==> src/rtl/sercmd_pkg.sv <==
package sercmd_pkg;

    localparam int FRAME_W = 24;
    localparam int CODE_W  = 4;
    localparam int ADDR_W  = 4;
    localparam int DATA_W  = FRAME_W - CODE_W - ADDR_W;

    typedef logic [CODE_W-1:0] code_t;
    typedef logic [ADDR_W-1:0] addr_t;
    typedef logic [DATA_W-1:0] data_t;

    typedef struct packed {
        code_t code;
        addr_t addr;
        data_t data;
    } frame_t;

    localparam code_t CODE_RB_STORED = code_t'(9);
    localparam code_t CODE_RB_LIVE   = code_t'(10);

    function automatic logic is_readback(input code_t c);
        return (c == CODE_RB_STORED) || (c == CODE_RB_LIVE);
    endfunction

    function automatic frame_t split_frame(input logic [FRAME_W-1:0] w);
        return frame_t'(w);
    endfunction

endpackage

==> src/rtl/sercmd_sync.sv <==
module sercmd_sync #(
    parameter int         W       = 1,
    parameter int         STAGES  = 2,
    parameter logic [W-1:0] RST_VAL = '0
) (
    input  logic         clk,
    input  logic         rst,
    input  logic [W-1:0] d,
    output logic [W-1:0] q
);

    generate
        if (STAGES == 0) begin : g_pass
            assign q = d;
        end else begin : g_pipe
            logic [STAGES-1:0][W-1:0] pipe;

            always_ff @(posedge clk) begin
                if (rst) begin
                    for (int i = 0; i < STAGES; i++) pipe[i] <= RST_VAL;
                end else begin
                    pipe[0] <= d;
                    for (int i = 1; i < STAGES; i++) pipe[i] <= pipe[i-1];
                end
            end

            assign q = pipe[STAGES-1];
        end
    endgenerate

endmodule

==> src/rtl/sercmd_edge.sv <==
module sercmd_edge (
    input  logic clk,
    input  logic rst,
    input  logic sclk_s,
    input  logic csn_s,
    output logic sclk_rise,
    output logic cs_rise,
    output logic cs_fall,
    output logic cs_act
);

    logic sclk_q;
    logic csn_q;

    always_ff @(posedge clk) begin
        if (rst) begin
            sclk_q <= 1'b0;
            csn_q  <= 1'b1;
        end else begin
            sclk_q <= sclk_s;
            csn_q  <= csn_s;
        end
    end

    assign sclk_rise = sclk_s & ~sclk_q;
    assign cs_rise   = csn_s & ~csn_q;
    assign cs_fall   = ~csn_s & csn_q;
    assign cs_act    = ~csn_s;

endmodule

==> src/rtl/sercmd_shift.sv <==
module sercmd_shift #(
    parameter int FRAME_W = 24,
    parameter int LOAD_W  = 16,
    parameter int CNT_W   = 5
) (
    input  logic               clk,
    input  logic               rst,
    input  logic               shift_en,
    input  logic               sdi,
    input  logic               clear_cnt,
    input  logic               load_en,
    input  logic [LOAD_W-1:0]  load_val,
    output logic [FRAME_W-1:0] shreg,
    output logic [CNT_W-1:0]   bit_cnt
);

    localparam logic [CNT_W-1:0] CNT_SAT = CNT_W'(FRAME_W + 1);

    always_ff @(posedge clk) begin
        if (rst) begin
            shreg <= '0;
        end else if (load_en) begin
            shreg[LOAD_W-1:0] <= load_val;
        end else if (shift_en) begin
            shreg <= {shreg[FRAME_W-2:0], sdi};
        end
    end

    always_ff @(posedge clk) begin
        if (rst) begin
            bit_cnt <= '0;
        end else if (clear_cnt) begin
            bit_cnt <= '0;
        end else if (shift_en && bit_cnt != CNT_SAT) begin
            bit_cnt <= bit_cnt + 1'b1;
        end
    end

endmodule

==> src/rtl/sercmd_framer.sv <==
module sercmd_framer
    import sercmd_pkg::*;
#(
    parameter int CNT_W = 5
) (
    input  logic               clk,
    input  logic               rst,
    input  logic               cs_rise,
    input  logic [CNT_W-1:0]   bit_cnt,
    input  logic [FRAME_W-1:0] shreg,
    output logic               valid,
    output frame_t             fields
);

    localparam logic [CNT_W-1:0] FULL = CNT_W'(FRAME_W);

    logic complete;
    assign complete = cs_rise && (bit_cnt == FULL);

    always_ff @(posedge clk) begin
        if (rst) begin
            valid  <= 1'b0;
            fields <= '0;
        end else begin
            valid <= complete;
            if (complete) fields <= split_frame(shreg);
        end
    end

endmodule

==> src/rtl/serial_cmd_port.sv <==
module serial_cmd_port
    import sercmd_pkg::*;
#(
    parameter int SYNC_STAGES = 2
) (
    input  logic              clk,
    input  logic              rst,
    input  logic              sclk,
    input  logic              cs_n,
    input  logic              sdi,
    output logic              sdo_oe,
    output logic              cmd_valid,
    output logic [CODE_W-1:0] cmd_code,
    output logic [ADDR_W-1:0] cmd_addr,
    output logic [DATA_W-1:0] cmd_data,
    input  logic [DATA_W-1:0] rb_data
);

    localparam int CNT_W = $clog2(FRAME_W + 2);

    logic sclk_s, csn_s, sdi_s;
    logic sclk_rise, cs_rise, cs_fall, cs_act;
    logic [FRAME_W-1:0] shreg;
    logic [CNT_W-1:0]   bit_cnt;
    logic               load_en;
    frame_t             fields;

    sercmd_sync #(
        .W       (3),
        .STAGES  (SYNC_STAGES),
        .RST_VAL (3'b010)
    ) u_sync (
        .clk (clk),
        .rst (rst),
        .d   ({sclk, cs_n, sdi}),
        .q   ({sclk_s, csn_s, sdi_s})
    );

    sercmd_edge u_edge (
        .clk       (clk),
        .rst       (rst),
        .sclk_s    (sclk_s),
        .csn_s     (csn_s),
        .sclk_rise (sclk_rise),
        .cs_rise   (cs_rise),
        .cs_fall   (cs_fall),
        .cs_act    (cs_act)
    );

    sercmd_shift #(
        .FRAME_W (FRAME_W),
        .LOAD_W  (DATA_W),
        .CNT_W   (CNT_W)
    ) u_shift (
        .clk       (clk),
        .rst       (rst),
        .shift_en  (sclk_rise & cs_act),
        .sdi       (sdi_s),
        .clear_cnt (cs_fall),
        .load_en   (load_en),
        .load_val  (rb_data),
        .shreg     (shreg),
        .bit_cnt   (bit_cnt)
    );

    sercmd_framer #(
        .CNT_W (CNT_W)
    ) u_framer (
        .clk     (clk),
        .rst     (rst),
        .cs_rise (cs_rise),
        .bit_cnt (bit_cnt),
        .shreg   (shreg),
        .valid   (cmd_valid),
        .fields  (fields)
    );

    assign load_en  = cmd_valid && is_readback(fields.code);
    assign cmd_code = fields.code;
    assign cmd_addr = fields.addr;
    assign cmd_data = fields.data;
    assign sdo_oe   = cs_act & ~shreg[FRAME_W-1];

endmodule

==> config.mk <==
export PLATFORM = sky130hd
export DESIGN_NAME = serial_cmd_port
export DESIGN_NICKNAME = d
export VERILOG_FILES = /design/src/rtl/sercmd_pkg.sv /design/src/rtl/sercmd_sync.sv /design/src/rtl/sercmd_edge.sv /design/src/rtl/sercmd_shift.sv /design/src/rtl/sercmd_framer.sv /design/src/rtl/serial_cmd_port.sv
export SDC_FILE = /design/constraint.sdc
export NUM_CORES = 1
export LEC_CHECK = 0
export BUFFER_PORTS_ARGS = -buffer_cell sky130_fd_sc_hd__buf_4
export CAP_MARGIN = 20
export CELL_PAD_IN_SITES_DETAIL_PLACEMENT = 1
export CELL_PAD_IN_SITES_GLOBAL_PLACEMENT = 1
export CORE_MARGIN = 4
export CORE_UTILIZATION = 46
export CTS_BUF_LIST = sky130_fd_sc_hd__clkbuf_8
export DETAILED_ROUTE_END_ITERATION = 16
export GPL_TIMING_DRIVEN = 0
export PLACE_DENSITY_LB_ADDON = 0.05
export SETUP_SLACK_MARGIN = 0.1
export SLEW_MARGIN = 20
export SYNTH_ARGS = -nofsm -noshare
export SYNTH_HDL_FRONTEND = slang
export SYNTH_SLANG_ARGS = --single-unit
==> constraint.sdc <==
create_clock -name clk -period 4.2 [get_ports clk]
set_clock_uncertainty 0.15 [all_clocks]
set_input_delay 0.63 -clock clk [delete_from_list [all_inputs] [get_ports clk]]
set_output_delay 0.63 -clock clk [all_outputs]
set_load 0.01 [all_outputs]
# [Word-level counts from Yosys, hierarchy flattened]
# Index checks and enable logic that the tools add are counted.
[classes] addsub=1 mul=0 n_div=0 order_cmp=0 eq_ne=4 shift=0 mux=2 n_bitwise=10 reduce_logical=7
[ops] op="$mux W16" n=2
[ops] op="$eq A4 B4 Y1 const B" n=2
[ops] op="$add A5 B1 Y5 const B" n=1
[ops] op="$and A1 B1 Y1" n=5
[ops] op="$eq A5 B5 Y1 const B" n=1
[ops] op="$ne A5 B5 Y1 const B" n=1
[ops] op="$not A1 Y1" n=5
[ops] op="$logic_and A1 B1 Y1" n=3
[ops] op="$reduce_and A2 Y1" n=1
[ops] op="$reduce_bool A2 Y1" n=1
[ops] op="$reduce_or A2 Y1" n=1
[ops] op="$logic_or A1 B1 Y1" n=1
[word_totals] register_bits=62 latchBits=0 mem_bits_rw=0 mem_bits_ro=0 inputBits=21 word_cells=35 memories=0

# [Longest topological paths before layout]
# Gate-level depths: netlist of the first run.
[logic_depth] word_depth=5 ltp_mapped=7 mapped_depth_nobuf=5

# [By module]
# Synthesis of the first run repeated with hierarchy kept, for this count alone.
[hier_totals] cells_unflattened=268 area_unflattened_um2=2737.6
[modules_own_cells] module="sercmd_shift" instances=1 cells_per_inst=133 area_each_um2=1311.3
[modules_own_cells] module="sercmd_framer" instances=1 cells_per_inst=107 area_each_um2=1136.1
[modules_own_cells] module="sercmd_sync" instances=1 cells_per_inst=15 area_each_um2=180.2
[modules_own_cells] module="sercmd_edge" instances=1 cells_per_inst=8 area_each_um2=75.1
[modules_own_cells] module="serial_cmd_port" instances=1 cells_per_inst=5 area_each_um2=35.0

# [Worst setup path before layout of the first run]
# OpenSTA, ideal clock, no wires.
[synth_timing] path_type="register to register" startpoint="register, netlist name u_framer.fields[22]" endpoint="register u_shift.shreg[11]" setup_time_ns=0.091 arrival_time_ns=1.301 slack_ns=2.658 stages_incl_launch_ff=6 synth_period_minus_slack_ns=1.542 path_cell_list="dfxtp_1 > nand3b_1 > or2_1 > buf_2 > buf_6 > a311oi_1"
[synth_via] elab_chain_cells=4
[synth_lines] item="$eq A4 B4 Y1" line="sercmd_pkg.sv:22" rtl="return (c == CODE_RB_STORED) || (c == CODE_RB_LIVE);"
[synth_lines] item="$logic_or A1 B1 Y1 (*)" line="sercmd_pkg.sv:22"
[synth_lines] item="$logic_and A1 B1 Y1 (*)" line="serial_cmd_port.sv:78" rtl="assign load_en = cmd_valid && is_readback(fields.code);"
[synth_lines] item="$mux W16 / $reduce_bool A2 Y1 (equally long branches)"
[synth_lines] item="to (signal, indexed assignment)" line="sercmd_shift.sv:23" rtl="shreg[LOAD_W-1:0] <= load_val;"
[synth_lines] item="to (signal assigned)" line="sercmd_shift.sv:25" rtl="shreg <= {shreg[FRAME_W-2:0], sdi};"
[synth_lines] item="to (decl)" line="sercmd_shift.sv:13" rtl="output logic [FRAME_W-1:0] shreg,"
# Every way passes the cells marked *; elsewhere a longest branch is shown, timed or not.
# A chain may end at the register's enable or synchronous reset.

# [Worst setup path after layout of the first run]
[layout_timing] startpoint="register u_shift.bit_cnt[0]" endpoint="register, netlist name u_framer.fields[8]"
[layout_via] elab_chain_cells=2
[layout_lines] item="from (decl)" line="sercmd_shift.sv:14" rtl="output logic [CNT_W-1:0] bit_cnt"
[layout_lines] item="from (signal assigned)" line="sercmd_shift.sv:35" rtl="bit_cnt <= bit_cnt + 1'b1;"
[layout_lines] item="$eq A5 B5 Y1" line="sercmd_framer.sv:18" rtl="assign complete = cs_rise && (bit_cnt == FULL);"
[layout_lines] item="$logic_and A1 B1 Y1" line="sercmd_framer.sv:18"
# No other way between the ends.

==> results.json, run 1 <==
{
  "status": "finished, final reports clean",
  "arrival_ns": 2.06,
  "hp-class": "reg -> reg",
  "grt_pass1_vias": 2471,
  "antenna_found_initial": 0,
  "post_cts_buffers": 0,
  "die_w_microns": 81.6,
  "hold_violations": 0,
  "worstMarginPinSlew_ns": 0.550,
  "cp_num_buf_inv": 2,
  "utilization_pct": 61.0,
  "synth_warnings": 0,
  "cts_tree": "done",
  "htree_levels": 3,
  "routed_wl_microns": 7180,
  "yosysUniqueCellTypes": 32,
  "fin_tns_setup_ns": 0,
  "ys_seq_area_share_pct": 49.9,
  "start_kind": "flop",
  "ir_drop_uv": 277,
  "min_period_ns": 1.94,
  "power_density_mw_per_mm2": 392,
  "clk_latency_ns": 0.34,
  "path_cells": "inv_1, ha_1, nand3b_1, clkbuf_1, o21ai_0, a21oi_1",
  "cts_hold_buffers": 0,
  "wire_per_inst_microns": 17.1,
  "path_class": "reg -> reg",
  "cts_made_buffers": 9,
  "cp_max_fo": 10,
  "ant_nets": 0,
  "setup-violations-final": 0,
  "start_util_pct": 48.1,
  "die_h_microns": 81.6,
  "grt_pass1_wl_microns": 11900,
  "drive_above_1_share_pct": 21.5,
  "grt_usage_pct": 24.0,
  "io_pins": 47,
  "cts_resized": 0,
  "grt_max_degree": 12,
  "min_period_over_period_pct": 46.2,
  "rows": 26,
  "postSynthAreaPerCell_sq_um": 8.67,
  "placedCellCount": 403,
  "p_leak_nw": 1.12,
  "required_ns": 4.31,
  "stdcell_count": 419,
  "num_vias": 2325,
  "cts_root_buffer": "clkbuf_8",
  "rsz0062_at_grt": "false",
  "firstDrtPassIters": 4,
  "dieArea_sq_mm": 0.00665,
  "vias_per_cell": 5.55,
  "fmaxAchievable_ghz": 0.515,
  "clockBufferDepth": 2,
  "critPathTopFamily": "buffers and inverters",
  "min_path_cells": 1,
  "worst_path_max_delay_cell": "clkbuf_1",
  "clk_pin_slew_ns": 0.07,
  "num_antenna_cells": 0,
  "synthesis.nets": 311,
  "relSlewSlack_pct": 63.3,
  "post-dp-hpwl_microns": 4790,
  "numPortBuffers": 46,
  "drc": 0,
  "design.core.area_sq_mm": 0.00517,
  "ys_ff_latch": 62,
  "critPathCaptureType": "flop",
  "cp_num_cells": 6,
  "slew_viol_final": 0,
  "gr-total-overflow": 0,
  "rr_worst_depth": 6,
  "syn_inst": 287,
  "drt_iter0_drc": 115,
  "netlist_area_sq_mm": 0.00249,
  "area.growth.synth_to_final_pct": 26.7,
  "num-nets-final": 368,
  "fillerInstances": 628,
  "cp_slowest_stage_delay_ns": 0.45,
  "dpl_cell_area_sq_mm": 0.00292,
  "fin_area_sq_mm": 0.00315,
  "maxCapViolCount": 0,
  "cts_sinks": 62,
  "gp_congestion": 0.792
}
[registers in the layout, indices dropped and copies added, names as in the netlist]
| signal | cells |
|---|---|
| u_edge.sclk_q | 1 |
| u_edge.csn_q | 1 |
| u_sync.g_pipe.pipe | 3 |
| u_framer.fields | 24 |
| u_shift.shreg | 24 |
| u_sync.q | 3 |
| u_framer.valid | 1 |
| u_shift.bit_cnt | 5 |
[final timing paths]
check | from | endpoint | slack [ns]
max | u_shift.bit_cnt[0] | u_framer.fields[8] | 2.26
min | u_sync.g_pipe.pipe[1] | u_sync.q[1] | 0.28
max reg2reg | u_shift.bit_cnt[0] | u_framer.fields[8] | 2.26
min reg2reg | u_sync.g_pipe.pipe[1] | u_sync.q[1] | 0.28
[logic make-up (layout without fill, tap and decap cells)]
group,after synthesis,after routing,share of synthesized area [%]
mux,8,8,3.22
compound gates,76,76,18.4
xor+xnor,1,1,0.654
simple gates,108,108,21.3
buf+inv,29,91,5.08
fa+ha+maj,3,3,1.51
flops,62,62,49.9
[layout make-up]
type                            instances  area, sq um  share of cell area (%)
Buffer                                 24          108                    3.41
Clock buffer                           11          151                    4.80
Clock inverter                          5         81.3                    2.58
Inverter                                5         18.8                   0.595
Multi-Input combinational cell        196         1120                    35.5
Sequential cell                        62         1240                    39.3
Tap cell                               70         87.6                    2.78
Timing Repair Buffer                   46          345                    10.9
[power breakdown]
group	switching, mW	internal [mW]	total, mW
Clock	0.239	0.366	0.605
Combinational	0.0214	0.0174	0.0388
Sequential	0.00163	0.591	0.593
Total	0.262	0.975	1.24
[cells in the final DEF (no fill, tap or decap), types with 2 or more instances in the layout]
cell type   n
a21o_1      2
a21oi_1    29
a311oi_1   15
and3b_1     2
buf_2       8
buf_4      46
bufinv_16   2
clkbuf_1   15
clkbuf_8   11
dfxtp_1    62
ha_1        3
inv_1       4
mux2i_1     8
nand2_1    43
nand3_1    27
nand3b_1    3
nor2b_1     5
nor3_1     17
o21ai_0    27
or2_2       2
[synth_stat cells]
| library cell | n | share of area [%] |
|---|---|---|
| dfxtp_1 | 62 | 50 |
| nand2_1 | 43 | 6.5 |
| a21oi_1 | 29 | 5.8 |
| nand3_1 | 27 | 5.4 |
| o21ai_0 | 27 | 5.4 |
| nor3_1 | 17 | 3.4 |
| a311oi_1 | 15 | 5.3 |
| clkbuf_1 | 15 | 2.3 |
| buf_2 | 8 | 1.6 |
| mux2i_1 | 8 | 3.2 |
| nor2b_1 | 5 | 1.3 |
| inv_1 | 4 | 0.60 |
| ha_1 | 3 | 1.5 |
| nand3b_1 | 3 | 0.90 |
| a21o_1 | 2 | 0.60 |
| and3b_1 | 2 | 0.70 |
| or2_2 | 2 | 0.50 |
| a311oi_2 | 1 | 0.60 |
| and4b_1 | 1 | 0.40 |
| buf_6 | 1 | 0.45 |
| clkinv_1 | 1 | 0.15 |
| nand4_1 | 1 | 0.25 |
| nand4b_1 | 1 | 0.35 |
| nor2_1 | 1 | 0.15 |
| nor3b_1 | 1 | 0.30 |
| o21a_1 | 1 | 0.30 |
| o31ai_1 | 1 | 0.30 |
| or2_1 | 1 | 0.25 |
| or3_1 | 1 | 0.25 |
| or3b_1 | 1 | 0.35 |
| or4_1 | 1 | 0.30 |
| xnor2_2 | 1 | 0.65 |
[per-stage QoR]
step                total power, mW  hold slack, ns  worst slack [ns]
finish                         1.24           0.277              2.26
global route                   1.28           0.296              2.13
CTS                            1.25           0.278              2.21
detailed placement            0.645           0.259              2.20
global placement              0.644           0.248              2.26
floorplan                     0.621           0.239              2.66
[per-layer routing]
metal  global-route usage (%)  vias up  share of wire (%)
met5                        0        -                  0
met4                     12.3        0                2.4
met3                     4.39       16                4.2
met2                     40.5       55                 50
met1                     29.2     1115                 44
li1                         -     1139                  -
Note: power is estimated with default switching activity, not from simulation.
==> run 2: changes to the inputs <==
--- a/config.mk
+++ b/config.mk
@@ -10,7 +10,7 @@
 export CELL_PAD_IN_SITES_DETAIL_PLACEMENT = 1
 export CELL_PAD_IN_SITES_GLOBAL_PLACEMENT = 1
 export CORE_MARGIN = 4
-export CORE_UTILIZATION = 46
+export CORE_UTILIZATION = 42
 export CTS_BUF_LIST = sky130_fd_sc_hd__clkbuf_8
 export DETAILED_ROUTE_END_ITERATION = 16
 export GPL_TIMING_DRIVEN = 0
==> constraint.sdc (replaced) <==
create_clock -name clk -period 2 [get_ports clk]
set_clock_uncertainty 0.15 [all_clocks]
set_input_delay 0.3 -clock clk [delete_from_list [all_inputs] [get_ports clk]]
set_output_delay 0.3 -clock clk [all_outputs]
set_load 0.01 [all_outputs]
==> run 2 against run 1 <==
Against the previous run: non-clock buffer count rose by 3; die area rose by 8.6%; highest routed layer unchanged; global-route usage fell by 3.3 points; sequential cell count did not move; first-iteration DRC count fell by 43%.
==> results.json, run 2 (synthesis gave the netlist of run 1 again) <==
{
  "status": "finished, final reports clean",
  "dieArea_sq_mm": 0.00722,
  "sw_frac_of_total_pct": 21.6,
  "grt_pass1_wl_microns": 11900,
  "worst_path_max_delay_cell": "dfxtp_1",
  "grt_pass1_vias": 2437,
  "p_clk_share_pct": 45.5,
  "die_w_microns": 85.0,
  "drc": 0,
  "firstDrtPassIters": 4,
  "area.growth.synth_to_final_pct": 27.2,
  "cts_root_buffer": "clkbuf_8",
  "drive_above_1_share_pct": 23.3,
  "num_vias": 2303,
  "reg_top3": "u_framer.fields x24, u_shift.shreg x24, u_shift.bit_cnt x5",
  "min_period_over_period_pct": 88.2,
  "path_cells": "or3b_1, clkbuf_1, nand2_1, a311oi_1",
  "fin_tns_setup_ns": 0,
  "clk_latency_ns": 0.34,
  "p_leak_nw": 1.14,
  "cts_sinks": 62,
  "critPathCaptureType": "flop",
  "hp-class": "in -> reg",
  "hold_violations": 0,
  "path_class": "reg -> reg",
  "fmaxAchievable_ghz": 0.567,
  "gp_congestion": 0.782,
  "slew_viol_final": 0,
  "cp_slowest_stage_delay_ns": 0.43,
  "comb_power_share_pct": 3.5,
  "mostFrequentLayoutCells": "dfxtp_1 (62), buf_4 (48), nand2_1 (43), a21oi_1 (29)",
  "rsz0062_at_grt": "false",
  "finalWorstSetupSlack_ns": 0.237,
  "p_int_mw": 1.91,
  "power_density_mw_per_mm2": 770,
  "drt_iter0_drc": 66,
  "critPathTopFamily": "flip-flops",
  "arrival_ns": 1.85,
  "power_switching_mw": 0.526,
  "gr-total-overflow": 0,
  "htree_levels": 3,
  "design.core.area_sq_mm": 0.00564,
  "relSlewSlack_pct": 62.6,
  "worstMarginPinSlew_ns": 0.561,
  "cts_tree": "done",
  "clk_pin_slew_ns": 0.07,
  "numPortBuffers": 46,
  "cp_max_fo": 10,
  "grt_usage_pct": 20.8,
  "start_util_pct": 44.1,
  "num_antenna_cells": 0,
  "grt_max_degree": 11,
  "routed_wl_microns": 7040,
  "wire_per_inst_microns": 16.6,
  "cp_num_buf_inv": 1,
  "die_h_microns": 85.0,
  "vias_per_cell": 5.43,
  "min_period_ns": 1.76,
  "io_pins": 47,
  "maxCapViolCount": 0,
  "cts_made_buffers": 9,
  "setup-violations-final": 0,
  "ir_drop_uv": 551,
  "ant_nets": 0,
  "final_common_cell": "dfxtp_1",
  "post-dp-hpwl_microns": 5050,
  "num-nets-final": 371,
  "start_kind": "flop",
  "seqPwrFrac_pct": 51.0,
  "antenna_found_initial": 0,
  "pre_cts_ws_ns": 0.117,
  "required_ns": 2.08,
  "rows": 27,
  "clockBufferDepth": 2
}
-- run 2: path summary, 6_finish.rpt --
| check | startpoint | end | slack, ns | cells after the start |
|---|---|---|---|---|
| worst min register to register | u_sync.g_pipe.pipe[1] | u_sync.q[1] | 0.26 | 1 |
| worst min-delay path | sdi | u_sync.g_pipe.pipe[0] | 0.03 | 2 |
| worst max register to register | u_sync.q[1] | u_shift.shreg[11] | 0.24 | 4 |
| worst max-delay path | u_sync.q[1] | u_shift.shreg[11] | 0.24 | 4 |
-- run 2: power groups by stage --
stage	sequential (mW)	combinational (mW)	clock, mW
finish	1.24	0.0844	1.11
global route	1.24	0.0931	1.19
CTS	1.24	0.0843	1.13
floorplan	1.27	0.0337	0
detailed placement	1.27	0.0824	0
global placement	1.27	0.0813	0
-- run 2: cell type report --
cell class	instances	area [sq um]
fill	696	2480
sequential	62	1240
multi-input combinational	196	1130
timing repair buffer	49	370
clock buffer	11	151
buffer	24	119
tap	72	90.1
clock inverter	5	48.8
inverter	5	18.8
-- run 2: layer usage --
layer / GRT usage, % / wire, microns
met5: 0 / 0
met4: 7.05 / 64
met3: 5.24 / 363
met2: 35.3 / 3500
met1: 25.6 / 3110
-- run 2: repair_timing --
action                                  4_1_cts  5_1_grt
pin swaps                                     0        0
resized for setup                             1       10
hold endpoints to repair                      1        0
hold buffers                                  1        0
setup buffers                                 0        2
endpoints found under the setup margin        1       23
-- run 2: per-stage QoR --
stage	cells	utilization [%]	hold WS (ns)	cell area [sq um]	power, mW
floorplan	287	-	0.239	2490	1.31
global placement	405	51.8	0.244	2920	1.35
detailed placement	405	51.8	0.248	2920	1.35
CTS	422	55.6	0.0273	3140	2.46
global route	424	56.1	0.0334	3170	2.53
finish	424	56.1	0.0289	3170	2.44
-- run 2: worst register-to-register path, cell delays in order (launching register included) --
cell	delay (ns)
dfxtp_1	0.43
or3b_1	0.22
clkbuf_1	0.40
nand2_1	0.14
a311oi_1	0.32
